### src/rtl/pd_keytx_pkg.sv
package pd_keytx_pkg;
  typedef enum logic {ST_IDLE = 1'b0, ST_RUN = 1'b1} tx_state_e;
endpackage

### src/rtl/pd_keytx_bit_gap.sv
module pd_keytx_bit_gap #(
  parameter int GAP_SHORT    = 5,
  parameter int GAP_LONG     = 7,
  parameter bit ONE_IS_SHORT = 1'b1,
  parameter int CNT_W        = 5
) (
  input  logic             bit_i,
  output logic [CNT_W-1:0] gap_o
);
  localparam logic [CNT_W-1:0] SHORT_V = CNT_W'(GAP_SHORT);
  localparam logic [CNT_W-1:0] LONG_V  = CNT_W'(GAP_LONG);

  if (ONE_IS_SHORT) begin : g_one_short
    assign gap_o = bit_i ? SHORT_V : LONG_V;
  end else begin : g_one_long
    assign gap_o = bit_i ? LONG_V : SHORT_V;
  end
endmodule

### src/rtl/pd_keytx_timer.sv
module pd_keytx_timer #(
  parameter int CNT_W = 5
) (
  input  logic             clk_i,
  input  logic             rst_ni,
  input  logic             tick_i,
  input  logic             load_i,
  input  logic [CNT_W-1:0] load_val_i,
  output logic             fire_o
);
  logic [CNT_W-1:0] cnt_q;

  assign fire_o = tick_i && (cnt_q == CNT_W'(1));

  always_ff @(posedge clk_i or negedge rst_ni) begin
    if (!rst_ni)                          cnt_q <= '0;
    else if (load_i)                      cnt_q <= load_val_i;
    else if (tick_i && cnt_q != '0)       cnt_q <= cnt_q - CNT_W'(1);
  end
endmodule

### src/rtl/pd_keytx.sv
module pd_keytx
  import pd_keytx_pkg::*;
#(
  parameter int CODE_W       = 6,
  parameter int GAP_SHORT    = 5,
  parameter int GAP_LONG     = 7,
  parameter int WORD_GAP     = 14,
  parameter int REPEAT_GAP   = 19,
  parameter bit ONE_IS_SHORT = 1'b1
) (
  input  logic              clk_i,
  input  logic              rst_ni,
  input  logic              tick_i,
  input  logic              key_valid_i,
  input  logic [CODE_W-1:0] scan_code_i,
  input  logic              shift_i,
  input  logic              rdy_i,
  output logic              pulse_o,
  output logic              busy_o
);
  localparam int WORD_W  = CODE_W + 1;
  localparam int IDX_W   = $clog2(WORD_W + 1);
  localparam int EXT_W   = 2 ** IDX_W;
  localparam int MAX_GAP = (REPEAT_GAP > WORD_GAP) ? REPEAT_GAP : WORD_GAP;
  localparam int CNT_W   = $clog2(MAX_GAP + GAP_LONG + GAP_SHORT + 1);

  tx_state_e         state_q;
  logic [WORD_W-1:0] word_q;
  logic [IDX_W-1:0]  idx_q;
  logic              second_q;
  logic              pulse_q;

  logic              fire;
  logic              accept;
  logic              last_pulse;
  logic              load;
  logic [CNT_W-1:0]  load_val;
  logic [CNT_W-1:0]  bit_gap;
  logic [EXT_W-1:0]  word_ext;

  assign word_ext   = {{(EXT_W-WORD_W){1'b0}}, word_q};
  assign accept     = (state_q == ST_IDLE) && !pulse_q && key_valid_i;
  assign last_pulse = (idx_q == IDX_W'(WORD_W));

  pd_keytx_bit_gap #(
    .GAP_SHORT(GAP_SHORT), .GAP_LONG(GAP_LONG),
    .ONE_IS_SHORT(ONE_IS_SHORT), .CNT_W(CNT_W)
  ) u_gap (
    .bit_i (word_ext[idx_q]),
    .gap_o (bit_gap)
  );

  pd_keytx_timer #(.CNT_W(CNT_W)) u_timer (
    .clk_i      (clk_i),
    .rst_ni     (rst_ni),
    .tick_i     (tick_i),
    .load_i     (load),
    .load_val_i (load_val),
    .fire_o     (fire)
  );

  // next gap chosen on the edge that emits a pulse
  always_comb begin
    load     = 1'b0;
    load_val = CNT_W'(1);
    if (accept) begin
      load = 1'b1;
    end else if (state_q == ST_RUN && fire) begin
      if (!last_pulse) begin
        load     = 1'b1;
        load_val = bit_gap;
      end else if (!second_q) begin
        load     = 1'b1;
        load_val = CNT_W'(WORD_GAP);
      end else if (key_valid_i) begin
        load     = 1'b1;
        load_val = CNT_W'(REPEAT_GAP);
      end
    end
  end

  always_ff @(posedge clk_i or negedge rst_ni) begin
    if (!rst_ni) begin
      state_q  <= ST_IDLE;
      word_q   <= '0;
      idx_q    <= '0;
      second_q <= 1'b0;
      pulse_q  <= 1'b0;
    end else begin
      if (tick_i) pulse_q <= fire && (state_q == ST_RUN);
      if (accept) begin
        state_q  <= ST_RUN;
        word_q   <= {scan_code_i, shift_i};
        idx_q    <= '0;
        second_q <= 1'b0;
      end else if (state_q == ST_RUN && fire) begin
        if (!last_pulse) begin
          idx_q <= idx_q + IDX_W'(1);
        end else if (!second_q) begin
          idx_q    <= '0;
          second_q <= 1'b1;
        end else if (key_valid_i) begin
          idx_q    <= '0;
          second_q <= 1'b0;
        end else begin
          state_q <= ST_IDLE;
        end
      end
    end
  end

  assign pulse_o = pulse_q && rdy_i;
  assign busy_o  = (state_q == ST_RUN) || pulse_q;
endmodule

### config.mk
export PLATFORM = sky130hd
export DESIGN_NAME = pd_keytx
export DESIGN_NICKNAME = d
export VERILOG_FILES = /design/src/rtl/pd_keytx_pkg.sv /design/src/rtl/pd_keytx_bit_gap.sv /design/src/rtl/pd_keytx_timer.sv /design/src/rtl/pd_keytx.sv
export SDC_FILE = /design/constraint.sdc
export NUM_CORES = 1
export LEC_CHECK = 0
export CAP_MARGIN = 20
export CORE_MARGIN = 4
export CORE_UTILIZATION = 56
export DETAILED_ROUTE_END_ITERATION = 10
export GPL_ROUTABILITY_DRIVEN = 0
export PLACE_DENSITY_LB_ADDON = 0.25
export SYNTH_ARGS = -nofsm -noshare
export SYNTH_HDL_FRONTEND = slang
export SYNTH_SLANG_ARGS = --single-unit
### constraint.sdc
create_clock -name clk_i -period 3 [get_ports clk_i]
set_input_delay 0.45 -clock clk_i [delete_from_list [all_inputs] [get_ports clk_i]]
set_output_delay 0.45 -clock clk_i [all_outputs]
set_load 0.01 [all_outputs]
Word-level counts from Yosys, hierarchy flattened. Cells that the tools add are included.

Eq/ne operators: 4. Order comparisons: 1. Reduce and logical (&&, ||, !) cells: 16. Bitwise logic cells: 1. $add $sub $neg: 2. Multiplexer cells: 30.

Operators by type and width (number): 5-bit two-way mux (7); 1-bit two-way mux (16); 3-bit two-way mux (5); 2-bit nonzero test (4); 1-bit logical AND (6); 5-bit by 1-bit == test with 1-bit output, second input constant (1); 5-bit nonzero test (1); 5-bit by 1-bit subtractor with 5-bit output, second input constant (1); 3-bit by 4-bit < comparator with 1-bit output, second input constant (1); 4-bit != test, second input constant (1); 2-bit AND reduction (2); 4-bit AND reduction (1); 3-bit by 1-bit adder with 3-bit output, second input constant (1); 1-bit binary-select mux with 3-bit select (1); 3-bit == test, second input constant (1); 2-bit two-way mux (1); 2-bit by 1-bit != test with 1-bit output, second input constant (1); 1-bit logical NOT (1); 1-bit logical OR (1); 1-bit NOT (1).

Word-level logic and storage cells: 60. Bits of input ports: 12. Output and inout port bits: 2. Register bits: 18.

Depth between registers and ports, before layout. Gate-level depths: netlist (run 1).

Word-level depth: 7. Mapped depth: 7. Mapped depth without buffers: 6.

Modules after synthesis. From an unflattened synthesis (run 1), not the netlist that was laid out.

Cells, all modules: 107. Area total of the unflattened synthesis: 1111.1 um^2.

By module, submodules not included: pd_keytx (sequential area each 325.3 um^2, area an instance 733.2 um^2, cells each 65, instances 1); pd_keytx_timer (sequential area each 125.1 um^2, area an instance 336.6 um^2, cells each 35, instances 1); pd_keytx_bit_gap (sequential area each 0.0 um^2, area an instance 41.3 um^2, cells each 7, instances 1).

Worst setup path after synthesis (run 1). No wires, ideal clock.

Kind: reg2reg. From: register idx_q[0]. To: register u_timer.cnt_q[0]. Arrival: 1613 ps. Period minus slack after synthesis: 1735 ps. Cell stages (with the launch flop): 8. Setup time: 122 ps. Path buffers: 1. Path slack: 1265 ps. Required time: 2878 ps. Cell sequence: dfrtp_1 ha_1 ha_1 clkbuf_1 nand2_1 nand3_1 and2_4 a32o_1.

Longest elaborated chain between the ends: 5. Elaborated cells on any way between the ends: 9. Classes of those cells: eq/ne (1); mux (7); reduce/logical (1).

RTL lines: start, declared (RTL line pd_keytx.sv:29) `logic [IDX_W-1:0] idx_q;`; start signal, assigned (RTL line pd_keytx.sv:98) `idx_q <= idx_q + IDX_W'(1);`; 3-bit == test (*) (RTL line pd_keytx.sv:43) `assign last_pulse = (idx_q == IDX_W'(WORD_W));`; 5-bit two-way mux or 1-bit two-way mux (tied branches) (RTL line pd_keytx.sv:69) `if (!last_pulse) begin`; 5-bit two-way mux or 1-bit two-way mux (tied branches) (RTL line pd_keytx.sv:68) `end else if (state_q == ST_RUN && fire) begin`; 5-bit two-way mux or 1-bit two-way mux (tied branches) (RTL line pd_keytx.sv:66) `if (accept) begin`; 5-bit two-way mux or 2-bit nonzero test (tied branches); end signal, assigned (RTL line pd_keytx_timer.sv:17) `else if (load_i) cnt_q <= load_val_i;`; end signal, assigned (RTL line pd_keytx_timer.sv:18) `else if (tick_i && cnt_q != '0) cnt_q <= cnt_q - CNT_W'(1);`; end, declared (RTL line pd_keytx_timer.sv:11) `logic [CNT_W-1:0] cnt_q;`.

Mark *: on every way between the ends. The rest lies on a longest branch, timed or not. A chain may end at the register's enable or synchronous reset.

Worst setup path after layout (run 1).
From: input rdy_i. To: output pulse_o.

Longest elaborated chain between the ends: 1.

RTL lines: start, declared (RTL line pd_keytx.sv:17) `input logic rdy_i,`; 1-bit logical AND (RTL line pd_keytx.sv:112) `assign pulse_o = pulse_q && rdy_i;`; end, declared (RTL line pd_keytx.sv:18) `output logic pulse_o,`.

Every way passes these cells.

==> impl_metrics.tcl, run 1 <==
set metrics [dict create \
    status "finished clean" \
    cts_setup_buffers 0 \
    drt_iter0_markers 29 \
    place_area_um2 1120 \
    fp.dieW_um 49.9 \
    fp.dieH_um 49.9 \
    synth-seq-area-share_pct 45.8 \
    clk_path_buf_depth 2 \
    cts-resized-gates 0 \
    finalMaxSlewViolations 0 \
    final-setup-viol-count 0 \
    grt_start_max_net_pins 19 \
    ctsHoldBuffers 0 \
    yosysWarnings 0 \
    placementRows 14 \
    wl_um 2060 \
    path_clk_slew_ps 90 \
    dp_slack_ps 829 \
    synth.avg_cell_area_um2 11.4 \
    grt_usage_pct 17.9 \
    cts_tree "built" \
    overflow 0 \
    route.detailed.drc 0 \
    ant_nets 0 \
    vias 777 \
    synthArstFlopShare_pct 100 \
    insertion_delay_ps 290 \
    post-route-min-period_ps 1980 \
    fin_ws_ps 1020 \
    synth_compound_area_share_pct 19.5 \
    syn-num-nets 102 \
    synth_top_family_by_area "compound AO/OA/AOI/OAI gates" \
    hp-class "flip-flop to flip-flop" \
    cp.arrival_ps 1530 \
    powerDensity_nw_per_um2 835 \
    wl_per_cell_um 17.7 \
    antenna_found_initial 0 \
    startpoint "rdy_i" \
    dieArea_um2 2490 \
    peakVddDrop_v 0.000550 \
    synth_xor_area_share_pct 0 \
    worstPathMaxFanout 1 \
    hold_violations 0 \
    ys.flop_type "dfrtp_1" \
    design_area_um2 1140 \
    synth_cells 86 \
    cap_violations 0 \
    htreeDepth 1 \
    initial_core_util_pct 62.4 \
    ys_ff_latch 18 \
    ys_types 36 \
    max_freq_mhz 504 \
    dpl.hpwl_um 1550 \
    hold_ws_ps 513 \
    hp-start "word_q[4]" \
    leakagePower_nw 0.480 \
    final.setup.tns_ps 0 \
    r2r-start "u_timer.cnt_q[0]" \
    grt_pass1_vias 758 \
    boundaryPins 14 \
    root_buffer "clkbuf_4" \
    cts_buffers 3 \
    criticalPathCategory "input port to output port" \
    syn_area_um2 983 \
    max-slew-margin-rel_pct 48.1 \
    final_core_util_pct 72.6 \
    firstDrtPassIters 6 \
    synth_fa_ha_area_share_pct 5.09 \
    core-area_um2 1580 \
    viasPerCell 6.70 \
    portBuffers 13 \
    synth_edf_count 0 \
    cts_sinks 18 \
    rsz0062_at_grt "no" \
    tightest_slew_ps 776 \
    area_growth_pct 16.4 \
    num_antenna_cells 0 \
    crit_path_start_kind "input port" \
    drive_gt1_share_pct 17.0 \
    finClkSkew_ps 10.5 \
    yosys.area_share.simple_pct 13.1 \
    synth_mux_area_share_pct 12.3 \
    endpoint_kind "output port" \
    cp.required_ps 2550 \
    fin_crit_sh_pct 66.1 \
    grt_pass1_wl_um 3390 \
    nNetsFinal 118 \
]
==> cells in the final DEF (no fill, tap or decap), types with 2 or more instances in the layout <==
| cell | netlist | routed |
|---|---|---|
| a22o_1 | 3 | 3 |
| a31oi_1 | 4 | 4 |
| a32oi_1 | 2 | 2 |
| clkbuf_4 | 0 | 3 |
| clkdlybuf4s50_1 | 0 | 13 |
| dfrtp_1 | 18 | 18 |
| ha_1 | 4 | 4 |
| inv_1 | 6 | 6 |
| mux2_2 | 7 | 7 |
| mux2i_1 | 2 | 2 |
| nand2_1 | 4 | 4 |
| nand3_1 | 3 | 3 |
| nor2_1 | 3 | 3 |
| o211ai_1 | 3 | 3 |
| o21ai_0 | 2 | 2 |
| o31ai_1 | 2 | 2 |
==> per-stage QoR <==
| step | cells | total power [W] |
|---|---|---|
| after detailed placement | 113 | 0.000840 |
| after floorplan | 86 | 0.000725 |
| after global routing | 116 | 0.00103 |
| final | 116 | 0.000955 |
| after global placement | 113 | 0.000813 |
| after CTS | 116 | 0.000956 |
==> routing by layer <==
metal  wire (um)  part of all wire [%]  global-route usage [%]  vias to the layer above
met4           0                     0                    5.07                        0
li1            -                     -                       -                      362
met2        1020                    50                    27.8                       42
met5           0                     0                       0                        -
met1         862                    42                    23.7                      373
met3         170                   8.3                    5.72                        0
==> worst paths after layout <==
kind / endpoint / slack (ps) / cells after the start
max: pulse_o / 1020 / 3
min: word_q[4] / 510 / 1
max reg2reg: u_timer.cnt_q[0] / 1070 / 5
min reg2reg: word_q[4] / 510 / 1
max in group asynchronous: word_q[0] / 1900 / 1
min in group asynchronous: u_timer.cnt_q[0] / 600 / 1
==> cell type report <==
| class | instances | area, um2 |
|---|---|---|
| tap | 16 | 20.0 |
| sequential | 18 | 450 |
| clock buffer | 3 | 22.5 |
| timing repair buffer | 14 | 138 |
| inverter | 6 | 22.5 |
| fill | 105 | 432 |
| multi-input combinational | 59 | 492 |
==> flip-flops by register name, summed over array words and instances (netlist names) <==
name           count
pulse_q            1
state_q            1
idx_q              3
word_q             7
second_q           1
u_timer.cnt_q      5
==> synth_stat cells (all sizes together), types with 2 or more instances <==
library cell	count	area, um2
a21oi	2	13.8
o21ai	2	10.0
a32oi	2	17.5
nand2	5	21.3
o31ai	2	15.0
mux2	7	78.8
inv	6	22.5
a31oi	4	25.0
buf	2	15.0
and2	2	15.0
nand3	3	15.0
a22o	3	26.3
nor2	3	11.3
dfrtp	18	450
ha	4	50.1
o211ai	3	22.5
mux2i	2	20.0
==> power by group <==
| part | internal [W] | switching (W) |
|---|---|---|
| registers | 0.000341 | 0.000104 |
| clock network | 0.0000466 | 0.0000686 |
| logic | 0.000216 | 0.000178 |
==> critical path, stage by stage <==
cell	delay, ps
clkdlybuf4s50_1	450
and2_1	110
clkdlybuf4s50_1	520
==> kinds of logic after synthesis <==
group,count (synthesis)
mux,10
fa+ha+maj,4
compound gates,25
buf+inv,9
simple gates,20
flops,18
Note: power is estimated with default switching activity, not from simulation.
==> run 2, diff against run 1 <==
--- a/config.mk
+++ b/config.mk
@@ -7,7 +7,7 @@
 export LEC_CHECK = 0
 export CAP_MARGIN = 20
 export CORE_MARGIN = 4
-export CORE_UTILIZATION = 56
+export CORE_UTILIZATION = 52
 export DETAILED_ROUTE_END_ITERATION = 10
 export GPL_ROUTABILITY_DRIVEN = 0
 export PLACE_DENSITY_LB_ADDON = 0.25
==> constraint.sdc (replaced) <==
create_clock -name clk_i -period 2 [get_ports clk_i]
set_input_delay 0.3 -clock clk_i [delete_from_list [all_inputs] [get_ports clk_i]]
set_output_delay 0.3 -clock clk_i [all_outputs]
set_load 0.01 [all_outputs]
==> run 2 against run 1 <==
  * Worst hold slack worse by 180 ps
  * Clock skew shrank 6.0 ps
  * First-iteration DRC count shrank 69%
  * Clock power increased by 90%
  * Critical path depth is 3 higher
  * Global-route usage shrank 0.81 points
  * Sequential cell count is the same
  * Sequential share of layout area is 2.0 points lower
  * Setup slack worse by 860 ps
  * Combinational power increased by 58%
  * Utilization decreased by 4.2 points
  * Register-to-register slack worse by 910 ps
  * Critical path type is now flip-flop to flip-flop
  * Largest power group unchanged
==> impl_metrics.tcl, run 2 (same netlist as run 1, synthesis figures left out) <==
set metrics [dict create \
    leakagePower_nw 0.512 \
    antenna_found_initial 0 \
    drt_iter0_markers 9 \
    firstDrtPassIters 4 \
    wl_um 2000 \
    boundaryPins 14 \
    cp.arrival_ps 2030 \
    powerDensity_nw_per_um2 1230 \
    cp.required_ps 2180 \
    overflow 0 \
    cts_tree "built" \
    max-slew-margin-rel_pct 74.7 \
    dpl.hpwl_um 1590 \
    path_clk_slew_ps 100 \
    wl_per_cell_um 15.2 \
    dieArea_um2 2650 \
    grt_pass1_wl_um 3370 \
    criticalPathCategory "flip-flop to flip-flop" \
    internal_power_w 0.000962 \
    grt_start_max_net_pins 19 \
    hold_violations 0 \
    final.setup.tns_ps 0 \
    rsz0062_at_grt "no" \
    largest_reg_flops 7 \
    grt_pass1_vias 737 \
    crit_path_start_kind "flip-flop" \
    htreeDepth 1 \
    cts_sinks 18 \
    worstPathMaxFanout 6 \
    cts_buffers 3 \
    initial_core_util_pct 55.7 \
    num_antenna_cells 0 \
    top_regs "word_q (7), u_timer.cnt_q (5), idx_q (3)" \
    nNetsFinal 123 \
    portBuffers 13 \
    fin_crit_sh_pct 92.2 \
    cts_setup_buffers 0 \
    viasPerCell 6.02 \
    power_frac_seq_pct 43.3 \
    place_area_um2 1170 \
    insertion_delay_ps 290 \
    ctsHoldBuffers 0 \
    design_area_um2 1210 \
    status "finished clean" \
    fp.dieW_um 51.5 \
    p_clk_share_pct 14.8 \
    core-area_um2 1760 \
    tightest_slew_ps 377 \
    p_sw_w 0.000520 \
    finalMaxSlewViolations 0 \
    vias 789 \
    r2r_slack_ps 160 \
    cap_violations 0 \
    layout_commonest_cell "dfrtp_1" \
    fp.dieH_um 51.5 \
    grt_usage_pct 17.0 \
    peakVddDrop_v 0.000730 \
    max_freq_mhz 542 \
    root_buffer "clkbuf_4" \
    drive_gt1_share_pct 21.7 \
    hp-class "input port to asynchronous set/reset pin" \
    clk_path_buf_depth 2 \
    p_comb_share_pct 42.0 \
    cts-resized-gates 0 \
    route.detailed.drc 0 \
    finClkSkew_ps 4.48 \
    p_sw_share_pct 35.1 \
    post-route-min-period_ps 1840 \
    largest_register "word_q" \
    mostFrequentLayoutCells "dfrtp_1 (18), clkdlybuf4s50_1 (13), mux2_2 (7)" \
    endpoint_kind "flip-flop" \
    final-setup-viol-count 0 \
    area_growth_pct 22.8 \
    placementRows 15 \
    ant_nets 0 \
]
[run 2: cell count changes in the layout (fill, tap and decap cells not counted)]
cell	before	now
clkbuf_8	0	1
buf_4	1	6
[run 2: power by group through the flow]
stage	logic [W]	clock network [W]	registers [W]
5_1_grt	0.000702	0.000243	0.000664
6_report	0.000622	0.000219	0.000642
3_3_place_gp	0.000597	0	0.000645
3_5_place_dp	0.000629	0	0.000650
4_1_cts	0.000630	0.000228	0.000641
2_1_floorplan	0.000465	0	0.000623
[run 2: cell type report]
class,count,area (um2)
multi-input combinational,59,492
clock buffer,4,36.3
sequential,18,450
fill,150,557
timing repair buffer,19,175
tap,25,31.3
inverter,6,22.5
[run 2: path summary, 6_finish.rpt]
check	start	endpoint	depth (start not counted)
max	idx_q[1]	u_timer.cnt_q[0]	6
min	rst_ni	pulse_q	2
max reg2reg	idx_q[1]	u_timer.cnt_q[0]	6
min reg2reg	word_q[1]	word_q[1]	1
max in group asynchronous	rst_ni	u_timer.cnt_q[4]	2
min in group clk_i	word_q[1]	word_q[1]	1
[run 2: through the flow]
| stage | hold WS, ps | utilization, % | worst slack, ps | std cells | total power (W) |
|---|---|---|---|---|---|
| final | 334 | 68.4 | 156 | 131 | 0.00148 |
| after global routing | 328 | 68.4 | 59.8 | 131 | 0.00161 |
| after CTS | 338 | 68.4 | 168 | 131 | 0.00150 |
| after detailed placement | 500 | 66.4 | 110 | 127 | 0.00128 |
| after global placement | 489 | 66.4 | 201 | 127 | 0.00124 |
| after floorplan | 4.41 | - | 265 | 86 | 0.00109 |
[run 2: per-layer routing]
| metal | share of wire [%] | GRT usage, % |
|---|---|---|
| met1 | 43 | 22.4 |
| met4 | 0.30 | 2.62 |
| met2 | 51 | 28.4 |
| met3 | 6.0 | 4.87 |
| met5 | 0 | 0 |
[run 2: critical path, cell delays in order (launching register included)]
cell and delay [ps]:
dfrtp_1 460, ha_1 220, ha_1 260, nand2_1 160
nand3_1 180, and2_4 220, a32o_1 230
